$ cat src/rtl/mal_pkg.sv
`timescale 1ns/1ps
package mal_pkg;

  localparam logic [1:0] MODE_OFF   = 2'd0;
  localparam logic [1:0] MODE_NAPOT = 2'd3;

  typedef enum logic [3:0] {
    MT_DEV_NB     = 4'd0,
    MT_DEV_B      = 4'd1,
    MT_MEM_NC_NB  = 4'd2,
    MT_MEM_NC_B   = 4'd3,
    MT_WT_NOALLOC = 4'd4,
    MT_WT_RALLOC  = 4'd5,
    MT_RSV6       = 4'd6,
    MT_RSV7       = 4'd7,
    MT_WB_NOALLOC = 4'd8,
    MT_WB_RALLOC  = 4'd9,
    MT_WB_RWALLOC = 4'd10,
    MT_RSV11      = 4'd11,
    MT_RSV12      = 4'd12,
    MT_RSV13      = 4'd13,
    MT_RSV14      = 4'd14,
    MT_HOLE       = 4'd15
  } mem_type_e;

  // Configuration byte, MSB first: reserved, atomic disable, type, mode
  typedef struct packed {
    logic      rsvd;
    logic      amo_dis;
    mem_type_e mtype;
    logic [1:0] mode;
  } entry_cfg_t;

  // Clean a raw written byte: reserved bit cleared, illegal modes forced off
  function automatic entry_cfg_t clean_cfg(input logic [7:0] raw);
    entry_cfg_t c;
    c = entry_cfg_t'(raw);
    c.rsvd = 1'b0;
    if (c.mode != MODE_NAPOT) c.mode = MODE_OFF;
    return c;
  endfunction

  function automatic logic type_unassigned(input mem_type_e t);
    case (t)
      MT_RSV6, MT_RSV7, MT_RSV11, MT_RSV12, MT_RSV13, MT_RSV14: return 1'b1;
      default: return 1'b0;
    endcase
  endfunction

endpackage

$ cat src/rtl/mal_entry_bank.sv
`timescale 1ns/1ps
module mal_entry_bank
  import mal_pkg::*;
#(
  parameter int N_ENTRIES = 16,
  parameter int DW        = 32,
  localparam int IW       = $clog2(N_ENTRIES)
) (
  input  logic             clk,
  input  logic             rst,
  input  logic             we,
  input  logic             sel,
  input  logic [IW-1:0]    idx,
  input  logic [DW-1:0]    wdata,
  output logic [DW-1:0]    rdata,
  output entry_cfg_t       cfg_q  [N_ENTRIES],
  output logic [DW-1:0]    addr_q [N_ENTRIES]
);

  always_ff @(posedge clk) begin
    if (rst) begin
      for (int i = 0; i < N_ENTRIES; i++) begin
        cfg_q[i]  <= '0;
        addr_q[i] <= '0;
      end
    end else if (we) begin
      if (sel) addr_q[idx] <= wdata;
      else     cfg_q[idx]  <= clean_cfg(wdata[7:0]);
    end
  end

  always_ff @(posedge clk) begin
    if (rst) rdata <= '0;
    else if (sel) rdata <= addr_q[idx];
    else rdata <= {{(DW-8){1'b0}}, cfg_q[idx]};
  end

  // whatever was written, a stored mode is legal and bit 7 is clear
  a_r2_mode_legal: assert property (@(posedge clk) disable iff (rst)
    (we && !sel) |=> (cfg_q[$past(idx)].mode == MODE_OFF || cfg_q[$past(idx)].mode == MODE_NAPOT));
  a_r2_rsvd_clear: assert property (@(posedge clk) disable iff (rst)
    (we && !sel) |=> (cfg_q[$past(idx)].rsvd == 1'b0));
  // an address write keeps every bit
  a_r3_addr_stored: assert property (@(posedge clk) disable iff (rst)
    (we && sel) |=> (addr_q[$past(idx)] == $past(wdata)));

endmodule

$ cat src/rtl/mal_region_match.sv
`timescale 1ns/1ps
module mal_region_match #(
  parameter int PA_W      = 32,
  parameter int GRAN_LOG2 = 12,
  localparam int W        = PA_W - 2,
  localparam int FORCE_N  = GRAN_LOG2 - 3
) (
  input  logic         enable,
  input  logic [W-1:0] area,    // address word bits that take part in matching
  input  logic [W-1:0] word_addr,
  output logic         hit
);

  localparam logic [W-1:0] FORCE_MASK = {{(W-FORCE_N){1'b0}}, {FORCE_N{1'b1}}};
  localparam logic [W-1:0] ONE        = {{(W-1){1'b0}}, 1'b1};

  logic [W-1:0] eff;
  logic [W-1:0] dont_care;
  logic [W-1:0] diff;

  always_comb begin
    eff       = area | FORCE_MASK;
    // trailing ones plus the first zero above them
    dont_care = eff ^ (eff + ONE);
    diff      = (word_addr ^ eff) & ~dont_care;
    hit       = enable && (diff == '0);
  end

endmodule

$ cat src/rtl/mal_prio_select.sv
`timescale 1ns/1ps
module mal_prio_select #(
  parameter int N_ENTRIES = 16,
  localparam int IW       = $clog2(N_ENTRIES)
) (
  input  logic                 clk,
  input  logic                 rst,
  input  logic [N_ENTRIES-1:0] match,
  output logic                 any,
  output logic [IW-1:0]        win
);

  always_comb begin
    any = 1'b0;
    win = '0;
    for (int i = N_ENTRIES - 1; i >= 0; i--) begin
      if (match[i]) begin
        any = 1'b1;
        win = IW'(i);
      end
    end
  end

  logic [N_ENTRIES-1:0] below;
  always_comb below = (N_ENTRIES'(1) << win) - N_ENTRIES'(1);

  // the chosen entry matches and no lower entry does
  a_r6_winner_matches: assert property (@(posedge clk) disable iff (rst)
    any |-> match[win]);
  a_r6_none_below: assert property (@(posedge clk) disable iff (rst)
    any |-> ((match & below) == '0));
  a_r7_no_match_no_any: assert property (@(posedge clk) disable iff (rst)
    (match == '0) |-> !any);

endmodule

$ cat src/rtl/mem_attr_lookup.sv
`timescale 1ns/1ps
module mem_attr_lookup
  import mal_pkg::*;
#(
  parameter int N_ENTRIES = 16,
  parameter int PA_W      = 32,
  parameter int GRAN_LOG2 = 12,
  localparam int IW       = $clog2(N_ENTRIES),
  localparam int W        = PA_W - 2
) (
  input  logic            clk,
  input  logic            rst,
  input  logic            reg_we,
  input  logic            reg_sel,
  input  logic [IW-1:0]   reg_idx,
  input  logic [31:0]     reg_wdata,
  output logic [31:0]     reg_rdata,
  input  logic            lk_valid,
  input  logic [PA_W-1:0] lk_addr,
  output logic            res_valid,
  output logic            res_hit,
  output logic [IW-1:0]   res_idx,
  output logic [3:0]      res_type,
  output logic            res_amo_dis,
  output logic            res_type_rsvd
);

  entry_cfg_t  cfg_q  [N_ENTRIES];
  logic [31:0] addr_q [N_ENTRIES];

  mal_entry_bank #(.N_ENTRIES(N_ENTRIES), .DW(32)) u_bank (
    .clk   (clk),
    .rst   (rst),
    .we    (reg_we),
    .sel   (reg_sel),
    .idx   (reg_idx),
    .wdata (reg_wdata),
    .rdata (reg_rdata),
    .cfg_q (cfg_q),
    .addr_q(addr_q)
  );

  logic [N_ENTRIES-1:0] match;

  for (genvar g = 0; g < N_ENTRIES; g++) begin : g_match
    mal_region_match #(.PA_W(PA_W), .GRAN_LOG2(GRAN_LOG2)) u_match (
      .enable   (cfg_q[g].mode == MODE_NAPOT),
      .area     (addr_q[g][W-1:0]),
      .word_addr(lk_addr[PA_W-1:2]),
      .hit      (match[g])
    );
  end

  logic          any;
  logic [IW-1:0] win;

  mal_prio_select #(.N_ENTRIES(N_ENTRIES)) u_prio (
    .clk  (clk),
    .rst  (rst),
    .match(match),
    .any  (any),
    .win  (win)
  );

  entry_cfg_t win_cfg;
  always_comb win_cfg = cfg_q[win];

  always_ff @(posedge clk) begin
    if (rst) begin
      res_valid     <= 1'b0;
      res_hit       <= 1'b0;
      res_idx       <= '0;
      res_type      <= '0;
      res_amo_dis   <= 1'b1;
      res_type_rsvd <= 1'b0;
    end else begin
      res_valid <= lk_valid;
      if (lk_valid) begin
        res_hit       <= any;
        res_idx       <= any ? win : '0;
        res_type      <= any ? win_cfg.mtype : MT_DEV_NB;
        res_amo_dis   <= any ? win_cfg.amo_dis : 1'b1;
        res_type_rsvd <= any && type_unassigned(win_cfg.mtype);
      end
    end
  end

  // one result per request, one cycle later
  a_r1_answer: assert property (@(posedge clk) disable iff (rst)
    lk_valid |=> res_valid);
  a_r1_no_spurious: assert property (@(posedge clk) disable iff (rst)
    !lk_valid |=> !res_valid);
  // a miss carries the default attributes
  a_r7_miss_default: assert property (@(posedge clk) disable iff (rst)
    (res_valid && !res_hit) |-> (res_type == 4'd0 && res_amo_dis && !res_type_rsvd && res_idx == '0));
  // the reserved flag agrees with the reported code
  a_r8_rsvd_code: assert property (@(posedge clk) disable iff (rst)
    (res_valid && res_type_rsvd) |-> (res_hit && (res_type == 4'd6 || res_type == 4'd7 ||
                                      (res_type >= 4'd11 && res_type <= 4'd14))));

endmodule

$ cat config.mk
export PLATFORM = sky130hd
export DESIGN_NAME = mem_attr_lookup
export DESIGN_NICKNAME = d
export VERILOG_FILES = /design/src/rtl/mal_pkg.sv /design/src/rtl/mal_entry_bank.sv /design/src/rtl/mal_region_match.sv /design/src/rtl/mal_prio_select.sv /design/src/rtl/mem_attr_lookup.sv
export SDC_FILE = /design/constraint.sdc
export NUM_CORES = 2
export LEC_CHECK = 0
export BUFFER_PORTS_ARGS = -buffer_cell sky130_fd_sc_hd__buf_2
export CAP_MARGIN = 10
export CORE_ASPECT_RATIO = 1.2
export CORE_MARGIN = 2
export CORE_UTILIZATION = 45
export CTS_BUF_LIST = sky130_fd_sc_hd__clkbuf_8
export DETAILED_ROUTE_END_ITERATION = 6
export GPL_ROUTABILITY_DRIVEN = 0
export SLEW_MARGIN = 20
export SYNTH_ARGS = -nofsm -noshare
export SYNTH_HDL_FRONTEND = slang
export SYNTH_SLANG_ARGS = --single-unit
$ cat constraint.sdc
create_clock -name clk -period 6.38 [get_ports clk]
set_input_delay 1.595 -clock clk [delete_from_list [all_inputs] [get_ports clk]]
set_output_delay 1.595 -clock clk [all_outputs]
set_load 0.05 [all_outputs]
Yosys cells after proc, flatten, opt, wreduce, memory -nomap -nowiden:

Index checks and enable logic that the tools add are counted.

* add/sub/neg operators: 16
* $lt $le $gt $ge: 3
* equality and inequality tests: 23
* multiplexer cells: 58
* bitwise operators: 67
* reduce and logical (&&, ||, !) cells: 38

Operators by type and width (number)
* $xor A30 B30 Y30: 32
* $bwmux W512: 1
* $add A30 B1 Y30 const B: 16
* $and A30 B30 Y30: 16
* $logic_not A30 Y1: 16
* $not A30 Y30: 16
* $bmux W32 S4: 1
* $bwmux W128: 1
* $demux W32 S4: 1
* $mux W32: 3
* $mux W4: 18
* $bmux W8 S4: 2
* $demux W8 S4: 1
* $eq A2 B2 Y1 const B: 16
* $mux W8: 4
* $mux W1: 20
* $logic_and A1 B1 Y1: 18
* $eq A4 B4 Y1 const B: 4
* $mux W7: 2
* $ge A5 B5 Y1 const B: 2
* $not A4 Y5: 2
* $eq A4 B3 Y1 const B: 2
* $mux W2: 4
* $reduce_or A6 Y1: 1
* 5 further kinds: 6

* register bits: 684
* bits of input ports: 73
* output and inout bits: 44
* word-level logic and storage cells: 293

Longest topological paths before layout:

* depth after elaboration: 32
* gate-level depth with buffers: 21
* mapped depth without buffers: 16

By module:

Synthesis repeated with hierarchy kept, for this count alone.

* cells, all modules: 4494
* area total of the unflattened synthesis: 36795.3 µm²

By module, submodules not included
* mal_entry_bank: times used 1, cells an instance 3115, area each 27068.5 µm², sequential area each 12812.3 µm²
* mal_region_match at g_match[0].u_match ...: times used 11, cells an instance 78, area each 511.7 µm², sequential area each 0.0 µm²
* mal_region_match at g_match[5].u_match ...: times used 5, cells an instance 73, area each 533.0 µm², sequential area each 0.0 µm²
* mem_attr_lookup: times used 1, cells an instance 123, area each 1253.7 µm², sequential area each 240.2 µm²
* mal_prio_select: times used 1, cells an instance 33, area each 178.9 µm², sequential area each 0.0 µm²

Least setup slack after synthesis:

No wires, ideal clock.

* kind: input to register
* start point: input lk_addr[30]
* end point: register res_type_rsvd
* library setup time: 120 ps
* arrival time: 5581 ps
* required time: 6260 ps
* path slack: 680 ps
* stages on the path: 16
* path through: clkbuf_1 > buf_1 > xor2_1 > a221oi_1 > nand2_1 > nor4_1 > nand3_1 > o21ai_0 > a21oi_1 > o311ai_1 > mux4_1 > o21ai_0 > nor2_1 > nor3_2 > a21oi_1 > o31a_1

* cells in the longest elaborated chain, start to end: 30
* elaborated cells between the ends (all ways): 111

RTL lines
* start, declared: RTL line mem_attr_lookup.sv:19 `input logic [PA_W-1:0] lk_addr,`
* $xor A30 B30 Y30: RTL line mal_region_match.sv:25 `diff = (word_addr ^ eff) & ~dont_care;`
* $and A30 B30 Y30: RTL line mal_region_match.sv:25
* $logic_not A30 Y1: RTL line mal_region_match.sv:26 `hit = enable && (diff == '0);`
* $logic_and A1 B1 Y1: RTL line mal_region_match.sv:26
* $mux W4 (16 in a row): RTL line mal_prio_select.sv:17 `if (match[i]) begin`
* $not A4 Y5 (implied by the code): RTL line mem_attr_lookup.sv:66 `always_comb win_cfg = cfg_q[win];`
* $bmux W8 S4: RTL line mem_attr_lookup.sv:66
* $mux W7 (implied by the code) (2 in a row): RTL line mem_attr_lookup.sv:66
* $eq A4 B3 Y1 or $eq A4 B4 Y1 (tied branches): RTL line mal_pkg.sv:44 `case (t)`
* $reduce_or A6 Y1: RTL line mal_pkg.sv:44
* $mux W1: RTL line mal_pkg.sv:44
* $mux W1: RTL line mem_attr_lookup.sv:78 `if (lk_valid) begin`
* $mux W1: RTL line mem_attr_lookup.sv:69 `if (rst) begin`
* $logic_and A1 B1 Y1 *: RTL line mem_attr_lookup.sv:83 `res_type_rsvd <= any && type_unassigned(win_cfg.mtype);`
* end signal, assigned: RTL line mem_attr_lookup.sv:83
* end, declared: RTL line mem_attr_lookup.sv:25 `output logic res_type_rsvd`

Mark *: on every way between the ends. The rest lies on a longest branch, timed or not. The select of a mux whose other input is x is not followed.
A chain may end at the register's enable or synchronous reset.

Final worst setup path:

* start point: input lk_addr[15]
* end point: register res_type_rsvd

The elaborated chain is that of the path after synthesis.

==> summary.txt <==
Status
  – Status: finished clean

Clocking
  – Number of gates resized after cts: 0
  – Clock sink total: roughly 650
  – Cts bufs inserted: 108
  – # hold bufs at CTS: 0
  – CTS max path bufs: 3
  – CTS H-Tree Depth: 3
  – Post-CTS setup repair buffer count: 0
  – Reg clk slew, reported paths: 0.07 ns
  – Root Driver: clkbuf_8
  – Clock insertion delay at the later pin of the skew report: 0.80 ns
  – TritonCTS clock tree: done

Power and ir drop
  – Switch share: 0.2771
  – Logic gate share of total power: 0.086
  – Clock Power Share: 0.447
  – Peak VDD IR: about 0.2 mV
  – P per Cell Area: 221.7 nW/um^2
  – Pint: 6.401 mW
  – Switching pwr: 2.454 mW
  – P_leak: 13.13 nW
  – Register share of total power: 0.467

Finish
  – Final nets: 4,523
  – Filler Cell Count: 7,624
  – Util after Layout: 0.5036
  – Share of cells above drive strength 1: 0.1410
  – Area growth syn-to-layout: 10.46%
  – Most common cell after layout, fill and taps aside: nand2_1
  – Commonest non-fill, non-tap cells in the layout: 1,245 x nand2_1, 652 x dfxtp_1, 642 x a21oi_1, 191 x mux4_2, 159 x nand3_1

Yosys
  – Sequential area share after synthesis: 0.3610
  – Synth unique cells: 95
  – Yosys warns: 0
  – Primary FF master, synth: dfxtp_1
  – Syn Area/Cell: slightly above 8 sq um
  – Ys async rst share: 0
  – Mapped Nets: between 4,000 and 5,000
  – Post-Syn Instances: between 4,000 and 5,000
  – Cell Area, Synth: around 36,000 sq um
  – EDFF count, synth: 0
  – #FFs+latches synth: 652

Floorplan
  – Io pins: 117
  – Die area: 82,650 sq um
  – Horiz. Die Dim: 262.8 microns
  – Core ar.: a little under 80,000 sq um
  – Row cnt: 113
  – Initial Util: 0.4559
  – Die H: ~310 microns

Detailed routing
  – Total wire length: roughly 140,000 microns
  – Via count: 34,530
  – Starting DRT DRC Count: 3,874
  – Post-route ant nets: 0
  – # DRC: 0
  – Vias per inst: 6.201
  – DR pass1 iterations: 6
  – Drt wl/cell: 26.03 microns

Critical path
  – CP Cell Sequence: buf_2, buf_4, xnor2_1, nand3_1, a32oi_1, nand4_1, nor4b_1, buf_4, a2bb2oi_1, a2111oi_4, nor3_4, buf_12, buf_12, mux2i_1, or3_1, o211ai_1, nor2_1, nor3_1, buf_4, a21oi_1, o31a_1
  – Cell mode on critical path: buf_4
  – Crit-path leading delay family: simple AND/OR/NAND/NOR gates
  – Worst EP required: just over 7 ns
  – Arrival @ worst endpoint: 6.45 ns
  – CP max-delay cell: nor4b_1
  – Critical-path maximum fanout: 19
  – Worst Path Buf+Inv: 6
  – Crit start category: primary input
  – Worst Setup End Kind: flop
  – Slowest cell delay on critical path: slightly above 0.6 ns
  – CP Class: in -> reg

Placed design
  – PortBufs: about 100
  – DPL Wire Length: around 100,000 microns

Global routing
  – GRT Util Overall: 0.3437
  – First-pass GRT wire length: between 200,000 and 250,000 microns
  – Global route total overflow: 0
  – Number of global-route vias before repair: 32,320
  – Largest net degree at the start of global routing: around 210
  – Initial antenna violation count: 15

Timing
  – Clock Skews: between 0.06 and 0.07 ns
  – Least-Margin Pin Slew: between 1 and 1.5 ns
  – Hold Fails Final Rpt: 0
  – Fmax: 0.1740 GHz
  – Post-route clock period utilization: 0.9010
  – Final worst path period need: 5.748 ns
  – WHS: 0.4507 ns
  – Max transition margin: 0.3126
  – Final setup viols: 0
  – Unrepaired setup endpoints after global routing: no
  – Slew Limit Fails: 0

Min path
  – Min-delay worst type: reg -> reg

Flow run
  – Max_cap viols: 0
==> sequential cells by signal, indices dropped and copies added, names as in the netlist <==
name           flops
res_idx            4
u_bank.addr_q    512
res_type           4
u_bank.rdata      32
u_bank.cfg_q      96
res_valid          1
res_amo_dis        1
res_hit            1
res_type_rsvd      1
==> final timing paths <==
| kind | start | to | slack, ns | cells past startpoint |
|---|---|---|---|---|
| worst max-delay path | lk_addr[15] | res_type_rsvd | 0.63 | 21 |
| worst min-delay path | u_bank.addr_q[3] | u_bank.addr_q[3] | 0.45 | 2 |
| worst max register to register | u_bank.addr_q[106] | res_type_rsvd | 0.89 | 20 |
| worst min register to register | u_bank.addr_q[3] | u_bank.addr_q[3] | 0.45 | 2 |
==> layout make-up <==
| class | count | area, sq um | share of cell area |
|---|---|---|---|
| Multi-Input combinational cell | 3419 | 21580 | 0.5403 |
| Sequential cell | 652 | 13050 | 0.3268 |
| Clock buffer | 136 | 1872 | 0.04686 |
| Timing Repair Buffer | 219 | 1563 | 0.03912 |
| Tap cell | 1035 | 1295 | 0.03242 |
| Clock inverter | 65 | 430.4 | 0.01078 |
| Inverter | 34 | 127.6 | 0.003195 |
| Antenna cell | 8 | 20.02 | 0.0005012 |
==> kinds of logic (layout without fill, tap and decap cells) <==
family	count (synthesis)	in the layout	share of synthesized area
xor gates and xnor gates	251	251	0.06080
adders and majority gates	16	16	0.005536
AOI/OAI and AO/OA	988	988	0.1580
muxes	254	254	0.1379
DFF	652	652	0.3610
and+or+nand+nor	1910	1910	0.2322
buffers and inverters	409	454	0.04450
other	0	8	0
==> cells in the mapped netlist (all sizes together) (14+ instances only) <==
cell type / n / area (sq um)
buf: 48 / 252.7
nor3: 48 / 260.3
a22oi: 29 / 217.7
nand3: 159 / 795.8
clkbuf: 327 / 1229
ha: 16 / 200.2
nand2b: 25 / 156.4
mux4: 193 / 4354
inv: 34 / 127.6
and4: 29 / 254.0
nor2: 160 / 600.6
o22ai: 35 / 219.0
dfxtp: 652 / 13050
o21ai: 83 / 415.4
mux2i: 46 / 460.4
nor2b: 42 / 262.8
and3: 41 / 261.5
xnor2: 141 / 1235
a21oi: 643 / 3222
xor2: 110 / 963.4
nor4: 31 / 206.4
a22o: 14 / 122.6
and2: 16 / 100.1
mux2: 15 / 172.7
nand2: 1246 / 4679
a31oi: 36 / 225.2
nand4: 51 / 334.1
==> metrics by stage <==
step                instances  setup slack, ns  TNS [ns]  power (mW)  cell area, sq um
floorplan                4480           0.6796         0       4.696             36160
global placement         5358         -0.05821  -0.05821       4.963             37610
detailed placement       5358         -0.02685  -0.02685       4.967             37610
CTS                      5559           0.7853         0       8.869             39920
global route             5562           0.6057         0       9.116             39930
finish                   5568           0.6318         0       8.855             39940
==> metal layers <==
| layer | share of wire | vias to the layer above | global-route usage |
|---|---|---|---|
| li1 | - | 15660 | - |
| met1 | 0.38 | 16610 | 0.4245 |
| met2 | 0.45 | 1815 | 0.5519 |
| met3 | 0.095 | 433 | 0.06485 |
| met4 | 0.074 | 8 | 0.2245 |
| met5 | 0.00041 | - | 0 |
==> power by group through the flow <==
stage / clock, mW / sequential [mW] / combinational, mW
6_report: 3.96 / 4.14 / 0.763
5_1_grt: 4.18 / 4.14 / 0.796
4_1_cts: 3.99 / 4.14 / 0.744
3_5_place_dp: 0 / 4.23 / 0.742
3_3_place_gp: 0 / 4.22 / 0.739
2_1_floorplan: 0 / 4.21 / 0.482
==> worst register-to-register path: cells and delay by family, from the launching register on <==
| kind | cells | cell delay (ns) |
|---|---|---|
| DFF | 1 | 0.51 |
| adders and majority gates | 1 | 0.28 |
| AOI/OAI and AO/OA | 7 | 1.66 |
| buffers and inverters | 4 | 0.76 |
| muxes | 1 | 0.12 |
| and+or+nand+nor | 7 | 2.09 |
No activity file was read; power rests on OpenSTA's default activity.
